--- src/rtl/rtc_core_pkg.sv ---
package rtc_core_pkg;

  localparam int COMP_W = 8;

  typedef struct packed {
    logic invalid;
    logic overflow;
    logic alarm;
  } rtc_flags_t;

  // Length of one second in ticks for a given signed trim.
  function automatic logic [31:0] comp_period(input logic [31:0] nominal,
                                              input logic [COMP_W-1:0] trim);
    logic [31:0] trim_ext;
    trim_ext = {{(32-COMP_W){trim[COMP_W-1]}}, trim};
    return nominal - trim_ext;
  endfunction

  // True when a prescaler value is the final tick of the period.
  function automatic logic last_tick(input logic [31:0] pre_ext,
                                     input logic [31:0] period);
    return (pre_ext + 32'd1) >= period;
  endfunction

  // Seconds value after one advance; the carry marks the wrap.
  function automatic logic [32:0] sec_advance(input logic [31:0] sec);
    return {1'b0, sec} + 33'd1;
  endfunction

endpackage

--- src/rtl/rtc_comp_sched.sv ---
module rtc_comp_sched
  import rtc_core_pkg::*;
(
  input  logic              clk,
  input  logic              rst_n,
  input  logic              soft_rst,
  input  logic              comp_wr,
  input  logic [COMP_W-1:0] val_wdata,
  input  logic [COMP_W-1:0] int_wdata,
  input  logic              sec_wrap,
  output logic [COMP_W-1:0] trim_q,
  output logic [COMP_W-1:0] intv_q,
  output logic [COMP_W-1:0] trim_now,
  output logic [COMP_W-1:0] left_q
);

  logic reload_due;
  assign reload_due = (left_q == '0);

  always_ff @(posedge clk or negedge rst_n) begin
    if (!rst_n) begin
      trim_q   <= '0;
      intv_q   <= '0;
      trim_now <= '0;
      left_q   <= '0;
    end else if (soft_rst) begin
      trim_q   <= '0;
      intv_q   <= '0;
      trim_now <= '0;
      left_q   <= '0;
    end else if (comp_wr) begin
      trim_q   <= val_wdata;
      intv_q   <= int_wdata;
      trim_now <= val_wdata;
      left_q   <= int_wdata;
    end else if (sec_wrap) begin
      if (reload_due) begin
        left_q   <= intv_q;
        trim_now <= trim_q;
      end else begin
        left_q   <= left_q - 1'b1;
        trim_now <= '0;
      end
    end
  end

endmodule

--- src/rtl/rtc_prescaler.sv ---
module rtc_prescaler
  import rtc_core_pkg::*;
#(
  parameter int PW      = 16,
  parameter int NOMINAL = 32768
)(
  input  logic              clk,
  input  logic              rst_n,
  input  logic              soft_rst,
  input  logic              tick,
  input  logic              run,
  input  logic              load,
  input  logic [PW-1:0]     load_val,
  input  logic [COMP_W-1:0] trim_now,
  output logic [PW-1:0]     pre_q,
  output logic              wrap
);

  localparam logic [31:0] NOM_L = 32'(NOMINAL);

  logic [31:0] period_w;
  logic [31:0] pre_ext;
  logic        at_end;
  logic        step;

  assign period_w = comp_period(NOM_L, trim_now);
  assign pre_ext  = {{(32-PW){1'b0}}, pre_q};
  assign at_end   = last_tick(pre_ext, period_w);
  assign step     = tick & run;
  assign wrap     = step & at_end;

  always_ff @(posedge clk or negedge rst_n) begin
    if (!rst_n) begin
      pre_q <= '0;
    end else if (soft_rst) begin
      pre_q <= '0;
    end else if (load) begin
      pre_q <= load_val;
    end else if (step) begin
      pre_q <= at_end ? '0 : pre_q + 1'b1;
    end
  end

endmodule

--- src/rtl/rtc_time_keeper.sv ---
module rtc_time_keeper
  import rtc_core_pkg::*;
#(
  parameter int SW = 32
)(
  input  logic          clk,
  input  logic          rst_n,
  input  logic          soft_rst,
  input  logic          wrap,
  input  logic          sec_load,
  input  logic [SW-1:0] sec_wdata,
  input  logic          alarm_load,
  input  logic [SW-1:0] alarm_wdata,
  output logic [SW-1:0] sec_q,
  output logic [SW-1:0] alarm_q,
  output rtc_flags_t    flags_q,
  output logic          pulse_q
);

  logic [32:0]   adv;
  logic [SW-1:0] sec_next;
  logic          carry;
  logic          hit;

  assign adv      = sec_advance(32'(sec_q));
  assign sec_next = adv[SW-1:0];
  assign carry    = (sec_q == '1);
  assign hit      = (sec_next == alarm_q);

  always_ff @(posedge clk or negedge rst_n) begin
    if (!rst_n) begin
      sec_q   <= '0;
      alarm_q <= '0;
      flags_q <= '{invalid: 1'b1, overflow: 1'b0, alarm: 1'b0};
      pulse_q <= 1'b0;
    end else if (soft_rst) begin
      sec_q   <= '0;
      alarm_q <= '0;
      flags_q <= '{invalid: 1'b1, overflow: 1'b0, alarm: 1'b0};
      pulse_q <= 1'b0;
    end else begin
      pulse_q <= wrap;
      if (sec_load) begin
        sec_q            <= sec_wdata;
        flags_q.invalid  <= 1'b0;
        flags_q.overflow <= 1'b0;
      end else if (wrap) begin
        sec_q <= sec_next;
        if (carry) flags_q.overflow <= 1'b1;
        if (hit)   flags_q.alarm    <= 1'b1;
      end
      if (alarm_load) begin
        alarm_q       <= alarm_wdata;
        flags_q.alarm <= 1'b0;
      end
    end
  end

endmodule

--- src/rtl/rtc_seconds_core.sv ---
module rtc_seconds_core
  import rtc_core_pkg::*;
#(
  parameter int PW      = 16,
  parameter int SW      = 32,
  parameter int NOMINAL = 32768
)(
  input  logic              clk,
  input  logic              rst_n,
  input  logic              soft_rst,
  input  logic              tick,
  input  logic              count_en,
  input  logic              sec_wr,
  input  logic [SW-1:0]     sec_wdata,
  input  logic              pre_wr,
  input  logic [PW-1:0]     pre_wdata,
  input  logic              alarm_wr,
  input  logic [SW-1:0]     alarm_wdata,
  input  logic              comp_wr,
  input  logic [COMP_W-1:0] comp_val_wdata,
  input  logic [COMP_W-1:0] comp_int_wdata,
  output logic [SW-1:0]     sec_rdata,
  output logic [PW-1:0]     pre_rdata,
  output logic [SW-1:0]     alarm_rdata,
  output logic [COMP_W-1:0] comp_val_rdata,
  output logic [COMP_W-1:0] comp_int_rdata,
  output logic [COMP_W-1:0] comp_now,
  output logic [COMP_W-1:0] comp_left,
  output logic              flag_invalid,
  output logic              flag_overflow,
  output logic              flag_alarm,
  output logic              sec_pulse
);

  // Named internal events, visible to the bound checker.
  logic          counting;
  logic          pre_wrap;
  logic          sec_load;
  logic          alarm_load;
  logic          pre_load;
  logic [SW-1:0] sec_q;
  rtc_flags_t    flags_q;

  assign counting   = count_en & ~flags_q.invalid & ~flags_q.overflow;
  assign sec_load   = sec_wr   & ~count_en;
  assign alarm_load = alarm_wr & ~count_en;
  assign pre_load   = pre_wr   & ~count_en;

  rtc_prescaler #(.PW(PW), .NOMINAL(NOMINAL)) u_pre (
    .clk      (clk),
    .rst_n    (rst_n),
    .soft_rst (soft_rst),
    .tick     (tick),
    .run      (counting),
    .load     (pre_load),
    .load_val (pre_wdata),
    .trim_now (comp_now),
    .pre_q    (pre_rdata),
    .wrap     (pre_wrap)
  );

  rtc_comp_sched u_sched (
    .clk       (clk),
    .rst_n     (rst_n),
    .soft_rst  (soft_rst),
    .comp_wr   (comp_wr),
    .val_wdata (comp_val_wdata),
    .int_wdata (comp_int_wdata),
    .sec_wrap  (pre_wrap),
    .trim_q    (comp_val_rdata),
    .intv_q    (comp_int_rdata),
    .trim_now  (comp_now),
    .left_q    (comp_left)
  );

  rtc_time_keeper #(.SW(SW)) u_time (
    .clk         (clk),
    .rst_n       (rst_n),
    .soft_rst    (soft_rst),
    .wrap        (pre_wrap),
    .sec_load    (sec_load),
    .sec_wdata   (sec_wdata),
    .alarm_load  (alarm_load),
    .alarm_wdata (alarm_wdata),
    .sec_q       (sec_q),
    .alarm_q     (alarm_rdata),
    .flags_q     (flags_q),
    .pulse_q     (sec_pulse)
  );

  assign flag_invalid  = flags_q.invalid;
  assign flag_overflow = flags_q.overflow;
  assign flag_alarm    = flags_q.alarm;
  assign sec_rdata     = (flags_q.invalid | flags_q.overflow) ? '0 : sec_q;

endmodule

--- config.mk ---
export PLATFORM = sky130hd
export DESIGN_NAME = rtc_seconds_core
export DESIGN_NICKNAME = d
export VERILOG_FILES = /design/src/rtl/rtc_core_pkg.sv /design/src/rtl/rtc_comp_sched.sv /design/src/rtl/rtc_prescaler.sv /design/src/rtl/rtc_time_keeper.sv /design/src/rtl/rtc_seconds_core.sv
export SDC_FILE = /design/constraint.sdc
export NUM_CORES = 1
export LEC_CHECK = 0
export BUFFER_PORTS_ARGS = -buffer_cell sky130_fd_sc_hd__clkbuf_2
export CAP_MARGIN = 20
export CORE_MARGIN = 1
export CORE_UTILIZATION = 57
export CTS_CLUSTER_DIAMETER = 200
export DETAILED_ROUTE_END_ITERATION = 12
export PLACE_DENSITY = 0.95
export SYNTH_ARGS = -nofsm -noshare
export SYNTH_HDL_FRONTEND = slang
export SYNTH_SLANG_ARGS = --single-unit
export TNS_END_PERCENT = 20
--- constraint.sdc ---
create_clock -name clk -period 6 [get_ports clk]
set_input_delay 0.6 -clock clk [delete_from_list [all_inputs] [get_ports clk]]
set_output_delay 0.6 -clock clk [all_outputs]
set_load 0.01 [all_outputs]
Word-level counts from Yosys, hierarchy flattened

Cells that the tools add are included.

Input port bits: 105
Output and inout port bits: 116
Register bits after elaboration: 116

Mux-type cells: 31
Add/sub/neg operators: 5
Equality and inequality tests: 3
Bitwise logic cells: 11
Reduce and logical (&&, ||, !) cells: 12
Order comparisons: 1

Operator list:

| operator                | count |
|---|---|
| $mux W32                | 6 |
| $mux W8                 | 12 |
| $mux W16                | 4 |
| $add A32 B1 Y32 const B | 1 |
| $eq A32 B32 Y1          | 1 |
| $eq A32 B32 Y1 const B  | 1 |
| $ge A32 B32 Y1          | 1 |
| $reduce_bool A3 Y1      | 6 |
| $sub A17 B8 Y18 const A | 1 |
| $add A16 B1 Y17 const B | 1 |
| $add A16 B1 Y16 const B | 1 |
| $logic_not A8 Y1        | 1 |
| $sub A8 B1 Y8 const B   | 1 |
| $and A1 B1 Y1           | 7 |
| $mux W1                 | 7 |
| $reduce_bool A2 Y1      | 3 |
| $mux W3                 | 1 |
| $ne A3 B2 Y1 const B    | 1 |
| $not A1 Y1              | 3 |
| $reduce_and A3 Y1       | 1 |
| $mux W2                 | 1 |
| $reduce_and A2 Y1       | 1 |
| $or A1 B1 Y1            | 1 |

Longest topological paths before layout

Depth in word-level cells: 9
Gate-level depth with buffers: 15
Mapped depth without buffers: 14

Hierarchy

A second synthesis with hierarchy kept.

Cells, all modules: 882
Area, all modules: 8101.5 um2

By module, submodules not included:

| module           | instances | area each (um2) | cells an instance | sequential area each (um2) |
|---|---|---|---|---|
| rtc_time_keeper  | 1         | 4326.6          | 483               | 1702.9 |
| rtc_comp_sched   | 1         | 1669.1          | 169               | 800.8 |
| rtc_prescaler    | 1         | 1599.0          | 186               | 400.4 |
| rtc_seconds_core | 1         | 506.7           | 44                | 0.0 |

Worst setup path after synthesis

Ideal clock, no wire load.

Kind: register to register
Start point: reg u_pre.pre_q[2]
End point: reg u_time.sec_q[30]
Library setup time: 0.137 ns
Arrival: 3.397 ns
Required time: 5.863 ns
Setup slack: 2.466 ns
Cell stages (with the launch flop): 14
Buffers on the path: 0
Cell sequence: dfrtp_1 and4_1 and4_4 and3_1 nand4_1 xnor2_1 ha_1 and4_1 nand3_1 o311a_1 a21o_1 or4_1 xnor2_1 a21oi_1

Cells in the longest elaborated chain, start to end: 4

Ends and longest elaborated chain:

| item                                | RTL line              | source |
|---|---|---|
| start, declared                     | rtc_prescaler.sv:15   | `output logic [PW-1:0] pre_q,` |
| start signal, assigned              | rtc_prescaler.sv:38   | `pre_q <= load_val;` |
| start signal, assigned              | rtc_prescaler.sv:40   | `pre_q <= at_end ? '0 : pre_q + 1'b1;` |
| $add A16 B1 Y17                     | rtc_core_pkg.sv:22    | `return (pre_ext + 32'd1) >= period;` |
| $ge A32 B32 Y1                      | rtc_core_pkg.sv:22    |  |
| $and A1 B1 Y1                       | rtc_prescaler.sv:30   | `assign wrap = step & at_end;` |
| $reduce_bool A3 Y1 (no source line) | --                    |  |
| end signal, assigned                | rtc_time_keeper.sv:44 | `sec_q <= sec_wdata;` |
| end signal, assigned                | rtc_time_keeper.sv:48 | `sec_q <= sec_next;` |
| end, declared                       | rtc_time_keeper.sv:14 | `output logic [SW-1:0] sec_q,` |

No other way between the ends.
A chain may end at the register's enable or synchronous reset.

Worst setup path in the final report

Start point: reg u_pre.pre_q[2]
End point: reg u_sched.trim_now[0]

Cells in the longest elaborated chain, start to end: 4

Ends and longest elaborated chain:

| item                                | RTL line             | source |
|---|---|---|
| $add A16 B1 Y17                     | rtc_core_pkg.sv:22   |  |
| $ge A32 B32 Y1                      | rtc_core_pkg.sv:22   |  |
| $and A1 B1 Y1                       | rtc_prescaler.sv:30  |  |
| $reduce_bool A3 Y1 (no source line) | --                   |  |
| end signal, assigned                | rtc_comp_sched.sv:34 | `trim_now <= val_wdata;` |
| end signal, assigned                | rtc_comp_sched.sv:39 | `trim_now <= trim_q;` |
| end, declared                       | rtc_comp_sched.sv:13 | `output logic [COMP_W-1:0] trim_now,` |

No other way between the ends.

==> flow_metrics.py <==
metrics = {
    "status": {
        "status": "completed",
    },
    "critical_path": {
        "cp_top_family": "simple AND/OR/NAND/NOR gates",
        "cp_num_buf_inv": 1,
        "slowest_delay_ps": 470,
        "critical_path_required_ps": 6270,
        "startpoint_type": "flip-flop",
        "worstSetupEndpointType": "flip-flop",
        "worstSetupPathType": "flip-flop to flip-flop",
        "cp_slowest_cell": "dfrtp_1",
        "worstPathArrival_ps": 4440,
        "crit_fanout": 25,
        "crit_chain": "and4_1, and4_4, and3_1, nand4_1, xnor2_1, ha_1, and4_1, nand3_1, o311a_1, a21oi_2, buf_4, nor2_1, a311oi_1, nor3_1",
        "cpMostUsedCell": "and4_1",
    },
    "yosys": {
        "ys_warn_count": 0,
        "netlist_instances": 918,
        "synth_top_area_frac": 0.3814,
        "syn_avg_cell_area_um2": 8.220,
        "ys_ff_latch": 116,
        "synth_ff_type": "dfrtp_1",
        "synth_edf_count": 0,
        "syn-num-nets": 1045,
        "yosysSeqAreaShare": 0.3848,
        "synth_area_mm2": 0.007546,
        "async_reset_ff_frac": 1.000,
        "synth_area_leaders": "dfrtp_1 38%, xnor2_1 6.7%, nand2_1 6.7%",
        "synth_largest_area_cell": "dfrtp_1",
        "synth_cell_types": 61,
    },
    "global_route": {
        "grt_max_degree": 79,
        "grtUsageTotal": 0.3527,
        "antenna_found_initial": 0,
        "grt-ovfl-total": 0,
        "grt_pass1_vias": 7494,
        "grt_pass1_wl_um": 36880,
    },
    "final_layout": {
        "syn2layout_area_growth_pct": 23.68,
        "diodes": 0,
        "fillCellCount": 951,
        "final_area_mm2": 0.009333,
        "layout_common_cells": "219 x clkbuf_2, 134 x nand2_1, 115 x dfrtp_1",
        "fin_nets": 1236,
        "final_common_cell": "clkbuf_2",
        "drive_above_1_share": 0.2424,
    },
    "timing": {
        "period_share": 0.6940,
        "holdWs_ps": 172.2,
        "max_freq_ghz": 0.2402,
        "slew_viol_final": 0,
        "fin_skew_ps": 12.86,
        "fin_tns_setup_ps": 0,
        "grt_setup_unrepaired": "no",
        "hold_viol_final": 0,
        "setup_violations": 0,
        "max_slew_margin": 0.3723,
        "worstMarginPinSlew_ps": 941.5,
        "period_minus_slack_ps": 4164,
    },
    "clock_tree": {
        "clock-sinks": 116,
        "cts-buffers-inserted": 17,
        "postCtsHoldBufs": 0,
        "cts_setup_buffers": 0,
        "htree_levels": 4,
        "cts_buffer_depth": 2,
        "cts_tree": "done",
        "cts.reportedPaths.clkPinSlew_ps": 50,
        "cts_root_buf": "clkbuf_16",
        "clk_latency_ps": 430,
        "cts_resized": 0,
    },
    "pwr": {
        "power_frac_seq": 0.382,
        "p_switching_uw": 645.9,
        "power.static_leakage_nw": 4.385,
        "p_comb_frac": 0.162,
        "irDropWorstVdd_uv": 177.5,
        "sw_frac_of_total": 0.2780,
        "intPower_mw": 1.677,
        "p_clk_frac": 0.456,
        "p_per_area_mw_per_mm2": 248.9,
    },
    "place": {
        "globalplace.congestion": 0.9308,
        "placed_area_mm2": 0.008706,
        "hpwl_um": 16060,
        "port_buffers": 220,
    },
    "floorplanning": {
        "start_util": 0.5908,
        "die_x_um": 117.1,
        "num_io_pins": 221,
        "num_rows": 41,
        "dieArea_mm2": 0.01370,
        "fp.dieH_um": 117.1,
        "core_mm2": 0.01277,
    },
    "route": {
        "wl_per_cell_um": 18.06,
        "via_count": 7808,
        "drt_pass1_iterations": 5,
        "drt_iter0_drc": 780,
        "drc": 0,
        "drt-total-wl_um": 23380,
        "viasPerCell": 6.034,
        "ant_nets": 0,
    },
    "min_path": {
        "hold_class": "primary input to asynchronous set/reset pin",
    },
    "run": {
        "max_cap_violations": 0,
    },
}
-- per-layer routing --
layer / vias to the layer above / wire length, um / global-route usage / part of all wire
met1: 3705 / 9601 / 0.4661 / 0.41
li1: 3598 / - / - / -
met4: 0 / 842 / 0.1840 / 0.036
met2: 423 / 11200 / 0.5535 / 0.48
met5: - / 0 / 0 / 0
met3: 82 / 1734 / 0.06694 / 0.074
-- power groups by stage --
stage / Combinational (mW) / Clock [mW] / Sequential (mW)
after floorplan: 0.220 / 0 / 0.891
after detailed placement: 0.365 / 0 / 0.898
final: 0.376 / 1.06 / 0.887
after global routing: 0.416 / 1.10 / 0.893
after global placement: 0.354 / 0 / 0.896
after CTS: 0.371 / 1.06 / 0.885
-- cell type report --
cell class	instances	area [um^2]	share of cell area
clock buffers	20	446.7	0.04786
well taps	172	215.2	0.02306
clock inverters	12	160.2	0.01716
inverters	18	67.56	0.007240
repair buffers	229	1184	0.1268
multi-input cells	727	4355	0.4667
flip-flops and latches	116	2904	0.3112
-- final timing paths --
kind	startpoint	end	slack, ps	cells past startpoint
setup / recovery	u_pre.pre_q[2]	u_sched.trim_now[0]	1840	14
hold / removal	rst_n	u_pre.pre_q[6]	170	1
hold reg to reg	u_time.flags_q[0]	u_time.flags_q[0]	530	2
max in group asynchronous	rst_n	u_time.alarm_q[16]	4460	2
setup reg to reg	u_pre.pre_q[2]	u_sched.trim_now[0]	1840	14
min in group clk	alarm_wdata[0]	u_time.alarm_q[0]	380	3
-- flip-flops by register name (all words and copies together) (netlist names) --
signal and flops:
u_time.alarm_q 32, u_time.sec_q 32, u_pre.pre_q 16, u_sched.intv_q 8, u_sched.left_q 8, u_sched.trim_now 8, u_sched.trim_q 8, u_time.flags_q 3
u_time.pulse_q 1
-- stage by stage --
step | worst slack, ps | instances | util | power, mW
6_report | 1836 | 1294 | 0.7306 | 2.323
3_3_place_gp | 2048 | 1261 | 0.6816 | 1.250
2_1_floorplan | 2466 | 918 | - | 1.110
5_1_grt | 1502 | 1294 | 0.7306 | 2.411
3_5_place_dp | 1943 | 1261 | 0.6816 | 1.262
4_1_cts | 1891 | 1293 | 0.7291 | 2.319
-- synth_stat cells (12+ instances only) --
| cell type | count |
|---|---|
| nand2_1 | 134 |
| dfrtp_1 | 115 |
| a21oi_1 | 87 |
| nor2_1 | 65 |
| o21ai_0 | 61 |
| xnor2_1 | 58 |
| clkbuf_1 | 48 |
| nor3_1 | 34 |
| and2_1 | 32 |
| xor2_1 | 28 |
| nand3_1 | 27 |
| ha_1 | 22 |
| a211oi_1 | 18 |
| inv_1 | 17 |
| nand4_1 | 16 |
| nand2b_1 | 15 |
| and3_1 | 12 |
| mux2i_1 | 12 |
| nor2b_1 | 12 |
-- logic make-up after synthesis --
| group | share of synthesized area |
|---|---|
| AO/OA/AOI/OAI | 0.1753 |
| multiplexers | 0.01592 |
| adder cells (fa/ha/maj) | 0.03648 |
| buffers and inverters | 0.03863 |
| AND/OR/NAND/NOR | 0.2490 |
| flip-flops | 0.3848 |
| XOR/XNOR | 0.09982 |
No activity file was read; power rests on OpenSTA's default activity.
